`config.mk`:
```
export PLATFORM = sky130hd
export DESIGN_NAME = skew_cal
export DESIGN_NICKNAME = d
export VERILOG_FILES = /design/src/rtl/skew_cal_pkg.sv /design/src/rtl/skew_cal_window.sv /design/src/rtl/skew_cal_trim.sv /design/src/rtl/skew_cal_ctrl.sv /design/src/rtl/skew_cal.sv
export SDC_FILE = /design/constraint.sdc
export NUM_CORES = 1
export LEC_CHECK = 0
export ABC_AREA = 1
export BUFFER_PORTS_ARGS = -buffer_cell sky130_fd_sc_hd__buf_2
export CAP_MARGIN = 20
export CORE_MARGIN = 2
export CORE_UTILIZATION = 55
export CTS_CLUSTER_DIAMETER = 100
export DETAILED_ROUTE_END_ITERATION = 10
export PLACE_DENSITY = 0.73
export SYNTH_ARGS = -nofsm -noshare
export SYNTH_HDL_FRONTEND = slang
export SYNTH_SLANG_ARGS = --single-unit
```
`constraint.sdc`:
```
create_clock -name clk -period 9.3 [get_ports clk]
set_clock_uncertainty 0.05 [all_clocks]
set_input_delay 0.93 -clock clk [delete_from_list [all_inputs] [get_ports clk]]
set_output_delay 0.93 -clock clk [all_outputs]
set_load 0.01 [all_outputs]
```
`src/rtl/skew_cal_pkg.sv`:
```
package skew_cal_pkg;

  typedef enum logic [1:0] {
    ST_IDLE = 2'd0,
    ST_MEAS = 2'd1,
    ST_EVAL = 2'd2
  } cal_state_e;

  typedef enum logic {
    STG_DUTY = 1'b0,
    STG_QUAD = 1'b1
  } cal_stage_e;

  typedef enum logic {
    GR_COARSE = 1'b0,
    GR_FINE   = 1'b1
  } cal_grain_e;

endpackage

```
`src/rtl/skew_cal_window.sv`:
```
module skew_cal_window #(
  parameter int CNT_W = 24,
  parameter int LOG_W = 5
) (
  input  logic             clk,
  input  logic             rst,
  input  logic             clr,
  input  logic             en,
  input  logic             hit_a,
  input  logic             hit_b,
  input  logic [LOG_W-1:0] win_log2,
  output logic [CNT_W-1:0] cnt_a,
  output logic [CNT_W-1:0] cnt_b,
  output logic             last
);

  localparam int MAX_LOG = CNT_W - 1;

  logic [LOG_W-1:0] n_eff;
  logic [CNT_W-1:0] target_m1;
  logic [CNT_W-1:0] nsamp_q;
  logic [1:0]       hit;
  logic [CNT_W-1:0] cnt_q [2];

  // the limit keeps a full window of hits inside the counter width
  always_comb begin
    n_eff     = (win_log2 > LOG_W'(MAX_LOG)) ? LOG_W'(MAX_LOG) : win_log2;
    target_m1 = (CNT_W'(1) << n_eff) - CNT_W'(1);
    last      = en && (nsamp_q == target_m1);
    hit       = {hit_b, hit_a};
  end

  always_ff @(posedge clk) begin
    if (rst || clr) begin
      nsamp_q <= '0;
    end else if (en) begin
      nsamp_q <= nsamp_q + 1'b1;
    end
  end

  for (genvar k = 0; k < 2; k++) begin : g_cnt
    always_ff @(posedge clk) begin
      if (rst || clr) begin
        cnt_q[k] <= '0;
      end else if (en && hit[k]) begin
        cnt_q[k] <= cnt_q[k] + 1'b1;
      end
    end
  end

  assign cnt_a = cnt_q[0];
  assign cnt_b = cnt_q[1];

endmodule

```
`src/rtl/skew_cal_trim.sv`:
```
module skew_cal_trim #(
  parameter int           W    = 4,
  parameter logic [W-1:0] INIT = '0
) (
  input  logic         clk,
  input  logic         rst,
  input  logic         load,
  input  logic         step,
  input  logic         dn,
  output logic [W-1:0] code,
  output logic         at_min,
  output logic         at_max
);

  localparam logic [W-1:0] TOP = '1;

  logic [W-1:0] code_q;

  assign at_min = (code_q == '0);
  assign at_max = (code_q == TOP);
  assign code   = code_q;

  always_ff @(posedge clk) begin
    if (rst || load) begin
      code_q <= INIT;
    end else if (step) begin
      if (dn && !at_min) begin
        code_q <= code_q - 1'b1;
      end else if (!dn && !at_max) begin
        code_q <= code_q + 1'b1;
      end
    end
  end

endmodule

```
`src/rtl/skew_cal_ctrl.sv`:
```
module skew_cal_ctrl
  import skew_cal_pkg::*;
#(
  parameter int CNT_W = 24
) (
  input  logic             clk,
  input  logic             rst,
  input  logic             start,
  input  logic             last,
  input  logic [CNT_W-1:0] cnt_a,
  input  logic [CNT_W-1:0] cnt_b,
  input  logic [CNT_W-1:0] deadband,
  input  logic             crs_min,
  input  logic             crs_max,
  input  logic             fin_min,
  input  logic             fin_max,
  output cal_stage_e       stage,
  output logic             meas,
  output logic             load,
  output logic             crs_step,
  output logic             fin_step,
  output logic             step_dn,
  output logic             busy,
  output logic             done
);

  cal_state_e state_q;
  cal_stage_e stage_q;
  cal_grain_e grain_q;
  logic       prev_neg_q;
  logic       sgn_vld_q;
  logic       busy_q;
  logic       done_q;

  logic signed [CNT_W:0] off;
  logic [CNT_W:0]        mag;
  logic                  neg;
  logic                  bal;
  logic                  flip;
  logic                  crs_lim;
  logic                  fin_lim;
  logic                  stage_end;
  logic                  to_fine;

  // one extra bit so the difference of two full counts cannot overflow
  always_comb begin
    off     = $signed({1'b0, cnt_a}) - $signed({1'b0, cnt_b});
    neg     = off[CNT_W];
    mag     = neg ? (CNT_W+1)'(-off) : (CNT_W+1)'(off);
    bal     = (mag <= {1'b0, deadband});
    flip    = sgn_vld_q && (neg != prev_neg_q);
    step_dn = !neg;
    crs_lim = step_dn ? crs_min : crs_max;
    fin_lim = step_dn ? fin_min : fin_max;

    crs_step  = 1'b0;
    fin_step  = 1'b0;
    stage_end = 1'b0;
    to_fine   = 1'b0;
    if (state_q == ST_EVAL) begin
      if (grain_q == GR_COARSE) begin
        if (bal) begin
          stage_end = 1'b1;
        end else if (flip || crs_lim) begin
          fin_step = 1'b1;
          to_fine  = 1'b1;
        end else begin
          crs_step = 1'b1;
        end
      end else begin
        if (bal || flip || fin_lim) begin
          stage_end = 1'b1;
        end else begin
          fin_step = 1'b1;
        end
      end
    end

    load = (state_q == ST_IDLE) && start;
    meas = (state_q == ST_MEAS);
  end

  always_ff @(posedge clk) begin
    if (rst) begin
      state_q    <= ST_IDLE;
      stage_q    <= STG_DUTY;
      grain_q    <= GR_COARSE;
      prev_neg_q <= 1'b0;
      sgn_vld_q  <= 1'b0;
      busy_q     <= 1'b0;
      done_q     <= 1'b0;
    end else begin
      case (state_q)
        ST_IDLE: begin
          if (start) begin
            state_q   <= ST_MEAS;
            stage_q   <= STG_DUTY;
            grain_q   <= GR_COARSE;
            sgn_vld_q <= 1'b0;
            busy_q    <= 1'b1;
            done_q    <= 1'b0;
          end
        end
        ST_MEAS: begin
          if (last) begin
            state_q <= ST_EVAL;
          end
        end
        ST_EVAL: begin
          prev_neg_q <= neg;
          sgn_vld_q  <= 1'b1;
          if (to_fine) begin
            grain_q <= GR_FINE;
          end
          if (stage_end) begin
            if (stage_q == STG_DUTY) begin
              stage_q   <= STG_QUAD;
              grain_q   <= GR_COARSE;
              sgn_vld_q <= 1'b0;
              state_q   <= ST_MEAS;
            end else begin
              state_q <= ST_IDLE;
              busy_q  <= 1'b0;
              done_q  <= 1'b1;
            end
          end else begin
            state_q <= ST_MEAS;
          end
        end
        default: state_q <= ST_IDLE;
      endcase
    end
  end

  assign stage = stage_q;
  assign busy  = busy_q;
  assign done  = done_q;

endmodule

```
`src/rtl/skew_cal.sv`:
```
module skew_cal
  import skew_cal_pkg::*;
#(
  parameter int CNT_W = 24,
  parameter int LOG_W = 5,
  parameter int CRS_W = 4,
  parameter int FIN_W = 6
) (
  input  logic             clk,
  input  logic             rst,
  input  logic             start,
  input  logic             samp_valid,
  input  logic             samp_ip,
  input  logic             samp_qp,
  input  logic             samp_in,
  input  logic [LOG_W-1:0] win_log2,
  input  logic [CNT_W-1:0] deadband,
  output logic [CRS_W-1:0] duty_coarse,
  output logic [FIN_W-1:0] duty_fine,
  output logic [CRS_W-1:0] quad_coarse,
  output logic [FIN_W-1:0] quad_fine,
  output logic             busy,
  output logic             done
);

  localparam logic [CRS_W-1:0] CRS_MID = CRS_W'(1) << (CRS_W - 1);
  localparam logic [FIN_W-1:0] FIN_MID = FIN_W'(1) << (FIN_W - 1);
  localparam int               N_CORR  = 2;

  cal_stage_e       stage;
  logic             meas;
  logic             load;
  logic             crs_step;
  logic             fin_step;
  logic             step_dn;
  logic             hit_a;
  logic             hit_b;
  logic             last;
  logic [CNT_W-1:0] cnt_a;
  logic [CNT_W-1:0] cnt_b;

  logic [CRS_W-1:0] crs_code [N_CORR];
  logic [FIN_W-1:0] fin_code [N_CORR];
  logic [N_CORR-1:0] crs_min_v;
  logic [N_CORR-1:0] crs_max_v;
  logic [N_CORR-1:0] fin_min_v;
  logic [N_CORR-1:0] fin_max_v;
  logic             crs_min;
  logic             crs_max;
  logic             fin_min;
  logic             fin_max;

  // duty: each phase alone; quadrature: overlaps sharing the Q phase
  always_comb begin
    if (stage == STG_DUTY) begin
      hit_a = samp_ip;
      hit_b = samp_in;
    end else begin
      hit_a = samp_ip & samp_qp;
      hit_b = samp_qp & samp_in;
    end
    crs_min = (stage == STG_QUAD) ? crs_min_v[1] : crs_min_v[0];
    crs_max = (stage == STG_QUAD) ? crs_max_v[1] : crs_max_v[0];
    fin_min = (stage == STG_QUAD) ? fin_min_v[1] : fin_min_v[0];
    fin_max = (stage == STG_QUAD) ? fin_max_v[1] : fin_max_v[0];
  end

  skew_cal_window #(
    .CNT_W (CNT_W),
    .LOG_W (LOG_W)
  ) u_window (
    .clk      (clk),
    .rst      (rst),
    .clr      (!meas),
    .en       (meas && samp_valid),
    .hit_a    (hit_a),
    .hit_b    (hit_b),
    .win_log2 (win_log2),
    .cnt_a    (cnt_a),
    .cnt_b    (cnt_b),
    .last     (last)
  );

  skew_cal_ctrl #(
    .CNT_W (CNT_W)
  ) u_ctrl (
    .clk      (clk),
    .rst      (rst),
    .start    (start),
    .last     (last),
    .cnt_a    (cnt_a),
    .cnt_b    (cnt_b),
    .deadband (deadband),
    .crs_min  (crs_min),
    .crs_max  (crs_max),
    .fin_min  (fin_min),
    .fin_max  (fin_max),
    .stage    (stage),
    .meas     (meas),
    .load     (load),
    .crs_step (crs_step),
    .fin_step (fin_step),
    .step_dn  (step_dn),
    .busy     (busy),
    .done     (done)
  );

  for (genvar g = 0; g < N_CORR; g++) begin : g_corr
    logic sel;
    assign sel = (stage == ((g == 0) ? STG_DUTY : STG_QUAD));

    skew_cal_trim #(
      .W    (CRS_W),
      .INIT (CRS_MID)
    ) u_crs (
      .clk    (clk),
      .rst    (rst),
      .load   (load),
      .step   (crs_step && sel),
      .dn     (step_dn),
      .code   (crs_code[g]),
      .at_min (crs_min_v[g]),
      .at_max (crs_max_v[g])
    );

    skew_cal_trim #(
      .W    (FIN_W),
      .INIT (FIN_MID)
    ) u_fin (
      .clk    (clk),
      .rst    (rst),
      .load   (load),
      .step   (fin_step && sel),
      .dn     (step_dn),
      .code   (fin_code[g]),
      .at_min (fin_min_v[g]),
      .at_max (fin_max_v[g])
    );
  end

  assign duty_coarse = crs_code[0];
  assign duty_fine   = fin_code[0];
  assign quad_coarse = crs_code[1];
  assign quad_fine   = fin_code[1];

endmodule

```
# Word level (Yosys, flattened, before mapping)
# Memory sizes are Yosys's and may differ from the RTL's.
# Cells that the tools add are included.
# Widths: inputs -> output; s select.
# word_totals
register_bits	52
out_inout_bits	22
mem_bits_rw	48
romBits	0
n_memories	1
latchBits	0
in_bits	36
# op_classes
reduce_logical	51
shift	1
n_div	0
bitwise	5
n_mul	0
addsub	14
mux	65
eq_ne	12
n_lt_le_gt_ge	2
# memory_table
name	words	word_bits	rd	rd_clocked_by_memory_dff	write_ports	line	rtl
u_window.cnt_q	2	24	2	0	2	skew_cal_window.sv:23	logic [CNT_W-1:0] cnt_q [2];
# ops
operator	count
$add 24x1->24 const B	3
$mux 24	2
$mux 1	45
$le 25x24->1	1
$mux 25	1
$neg 25->25	1
$sub 24x24->25	1
$eq 24x24->1	1
$mux 6	4
$shl 1x5->24 const A	1
$sub 24x2->24 const B	1
$logic_and 1x1->1	18
$mux 4	4
$add 6x1->6 const B	2
$eq 6x6->1 const B	2
$logic_not 6->1	2
$reduce_and 2->1	6
$sub 6x1->6 const B	2
$logic_not 1->1	10
$pmux 1 s2	5
$reduce_bool 2->1	5
$add 4x1->4 const B	2
$eq 4x4->1 const B	2
$logic_not 4->1	2
17 further kinds	27

# Longest topological paths before layout
# An unclocked memory read counts as a cell.
# logic_depth
word_depth	13
ltp_mapped	34
depth_no_buf	34

# Modules after synthesis
# A second synthesis with hierarchy kept.
# unflattened
cells_unflattened	1597
area_unflattened_um2	10319.9
# modules_own_cells
mod	area_each_um2	cells_each	n_inst
skew_cal_window	5006.1	678	1
skew_cal_ctrl	3503.4	632	1
skew_cal_trim at g_corr[0].u_fin ...	518.0	81	2
skew_cal_trim at g_corr[0].u_crs ...	324.1	47	2
skew_cal	126.4	31	1

# Worst setup path after synthesis
# No wires, ideal clock.
# synth_path
path_type	flip-flop to flip-flop
start	memory u_window.cnt_q[1][0]
end	register g_corr[1].u_crs.code_q[3]
t_required_ns	9.127
stages_incl_launch_ff	30
t_arrival_ns	3.942
setup_slack_ns	5.185
setup_time_ns	0.123
cell_sequence	edfxtp_1 > ha_1 > fa_1 > inv_2 > nand2_1 > nand2_1 > nand3_1 > nand2_1 > inv_1 > nor3_1 > nand3_1 > nor2_1 > nand4_1 > o21ai_1 > o21ai_0 > xor2_1 > ha_1 > nand2_1 > inv_1 > nand2_1 > nor2_1 > nand2_1 > nand3_1 > nand2_1 > nand2_1 > nand2_1 > nand2_8 > nand4_4 > o21ai_1 > nand3_1
# synth_lines
item	line	rtl
from (decl)	skew_cal_window.sv:23	
to (signal assigned)	skew_cal_trim.sv:28	code_q <= code_q - 1'b1;
to (signal assigned)	skew_cal_trim.sv:30	code_q <= code_q + 1'b1;
to (decl)	skew_cal_trim.sv:17	logic [W-1:0] code_q;

==> metrics.txt <==
Die Area=0.01830 mm2; CTS tree=yes; leak pwr=4.870 nW; CTS root buf=clkbuf_16; # rows=47; clk_lat worst skew=0.36 ns; leading cell type in the layout, fill and taps excluded=nand2_1; CTS Buffer Depth=2; endpoints failing setup=0; Inst Count DP=1691; Synth Area in Compound Gates=0.1076; Antenna Diode Count=0; vias=9014; commonest cells after routing, fill and taps aside=nand2_1 (335), inv_1 (244), nor2_1 (164); GPL Wtd Cong=0.9285; post-route insts no fill=1707; synth warn=0; Detailed Route WL=22360 um; sequential share of the synthesized area=0.2619; Net Sw Power=0.7076 mW; simple logic cell fraction of the synthesized area=0.3625; clock network power share=0.217; Post-Synthesis Net Count=1532; Data required, critical path=9.53 ns; Post-Syn Area=0.009478 mm2; Sw Ratio=0.4283; Max Cap Violations=0; cells after synthesis=1426; fin. max-slew vios=0; # DRC=0; Cell variety after synth=57; part of the power in registers=0.300; placed instance area=0.009987 mm2; TritonCTS Buffers=9; Nets=1589; Port Buf Inserts=57; critical path type=reg -> reg; Resized Gates After CTS=0; Final Cell Area=0.01028 mm2; Power Density=160.7 mW/mm2; GR Overflow Total=0; Worst Path Buf+Inv=3; slew of the pin with the lowest slew margin=1.048 ns; Yosys top cell by area=edfxtp_1; Post-Synth XOR/XNOR Area=0.06442; Hold Crit Class=reg -> reg; fin crit share=0.5177; peak supply drop=0.1102 mV; Yosys top cell area share=0.1521; Avg Inst Size Synth=6.646 um2; synth top area cells=edfxtp_1 (15%), nand2_1 (13%), dfxtp_1 (11%), inv_1 (9.7%), ha_1 (8.6%); H-tree levels=3; status=finished, final reports clean; ANT nets after route=0; layout cells sized above 1=0.09482; Die Wd=135.3 um; routed len/inst=13.10 um; Synth Area in Adders=0.09637; largest net degree at the start of global routing=25; CP max-delay cell=edfxtp_1; Core Footprint=0.01670 mm2; endpoints failing hold=0; global-route wire length before repair=38750 um; Comb power frac=0.482; largest family of logic cells by synthesized area=simple AND/OR/NAND/NOR gates; GRT Util Overall=0.2564; flops & latches, synth=100; startpoint types=register; Top-Level Pins=58; CTS clock-pin slew for the worst setup and hold paths=0.08 ns; critical path capture point type=register; Die Y=135.3 um; Starting Density=0.5675; most used cell, CP=nand2_1; Worst Path Arrival=5.05 ns; 1st-iter DRT viols=550; relative slew slack=0.2999; final setup TNS=0 ns; initial antenna violation count=0; Max Freq=207.7 MHz; CP max FO=8; TritonRoute pass-1 iters=6; critical path's largest stage delay=0.46 ns; min Tclk post-route=4.815 ns; Sink Count=100; Internal=0.9444 mW; DR vias/cell=5.281; CTS Hold Bufs=0; Setup Fix Bufs, Post-CTS=0; mux share of post-synthesis cell area=0; Syn-to-layout area delta=8.462%; Top delay family on crit path=simple AND/OR/NAND/NOR gates; RSZ-0062 raised after global routing=no; vias in the first global route=8610; hpwl dp=18030 um
==> registers in the layout (all words and copies together) (netlist names) <==
signal             flops
u_window.cnt_q        48
u_ctrl.state_q         2
g_corr.u_fin.code     12
g_corr.u_crs.code      8
u_ctrl.prev_neg_q      1
u_ctrl.sgn_vld_q       1
u_ctrl.stage           1
u_ctrl.grain_q         1
u_ctrl.done            1
u_ctrl.busy            1
u_window.nsamp_q      24
==> power by group through the flow <==
stage / clock (mW) / combinational [mW] / sequential [mW]
final: 0.359 / 0.797 / 0.496
after global routing: 0.374 / 0.919 / 0.499
after CTS: 0.363 / 0.792 / 0.497
after detailed placement: 0 / 0.788 / 0.507
after global placement: 0 / 0.771 / 0.506
after floorplan: 0 / 0.638 / 0.501
==> synthesized netlist by cell type, drive strengths merged <==
| library cell | instances |
|---|---|
| inv | 249 |
| nor4 | 10 |
| o211ai | 2 |
| buf | 4 |
| nor2 | 179 |
| o21bai | 6 |
| a41oi | 1 |
| xor2 | 52 |
| fa | 5 |
| nor3 | 37 |
| a21o | 3 |
| dfxtp | 52 |
| o21a | 9 |
| a21oi | 91 |
| o41ai | 1 |
| xnor2 | 16 |
| edfxtp | 48 |
| o31ai | 3 |
| or2 | 3 |
| nand3 | 86 |
| clkbuf | 10 |
| nand4 | 48 |
| o21ai | 50 |
| clkinv | 4 |
| ha | 65 |
| a21boi | 2 |
| nor3b | 14 |
| a211oi | 2 |
| o22ai | 3 |
| a31o | 1 |
| and3 | 2 |
| a31oi | 4 |
| nand2 | 353 |
| nand3b | 7 |
| and2 | 4 |
==> tightest hold or removal path: stages, from the launching register on <==
cell and delay (ns):
dfxtp_1 0.32, inv_1 0.05, a21oi_1 0.06
==> routing by layer <==
metal  vias to the layer above  GRT usage  share of wire
li1                       4733          -              -
met1                      4045     0.3457           0.48
met2                       202     0.4334           0.45
met3                        34    0.02619          0.046
met4                         0    0.08275          0.019
met5                         -          0              0
==> kinds of logic after synthesis <==
group,Yosys count
AOI/OAI and AO/OA,178
xor gates and xnor gates,68
adders and majority gates,70
buffers and inverters,267
DFF,100
and+or+nand+nor,743
==> through the flow <==
step,hold slack (ns),worst slack [ns],utilization,total power [mW]
4_1_cts,0.4280,4.553,0.6139,1.652
5_1_grt,0.4434,3.971,0.6155,1.792
2_1_floorplan,0.3998,5.185,-,1.139
3_5_place_dp,0.4163,4.583,0.5980,1.294
3_3_place_gp,0.4168,4.640,0.5980,1.277
6_report,0.4273,4.485,0.6155,1.652
==> layout make-up <==
cell class | instances | area [um2]
Clock buffer | 9 | 225.2
Clock inverter | 6 | 40.04
Fill cell | 1605 | 6421
Inverter | 253 | 949.7
Multi-Input combinational cell | 1059 | 5979
Sequential cell | 100 | 2482
Tap cell | 220 | 275.3
Timing Repair Buffer | 60 | 327.8
==> worst paths after layout <==
check	from	to	slack (ns)	depth (start not counted)
setup / recovery	u_window.cnt_q[1][0]	g_corr[1].u_fin.code[2]	4.49	28
hold / removal	u_ctrl.done	u_ctrl.done	0.43	2
hold reg to reg	u_ctrl.done	u_ctrl.done	0.43	2
setup reg to reg	u_window.cnt_q[1][0]	g_corr[1].u_fin.code[2]	4.49	28
Power figures use the tool's default switching activity.
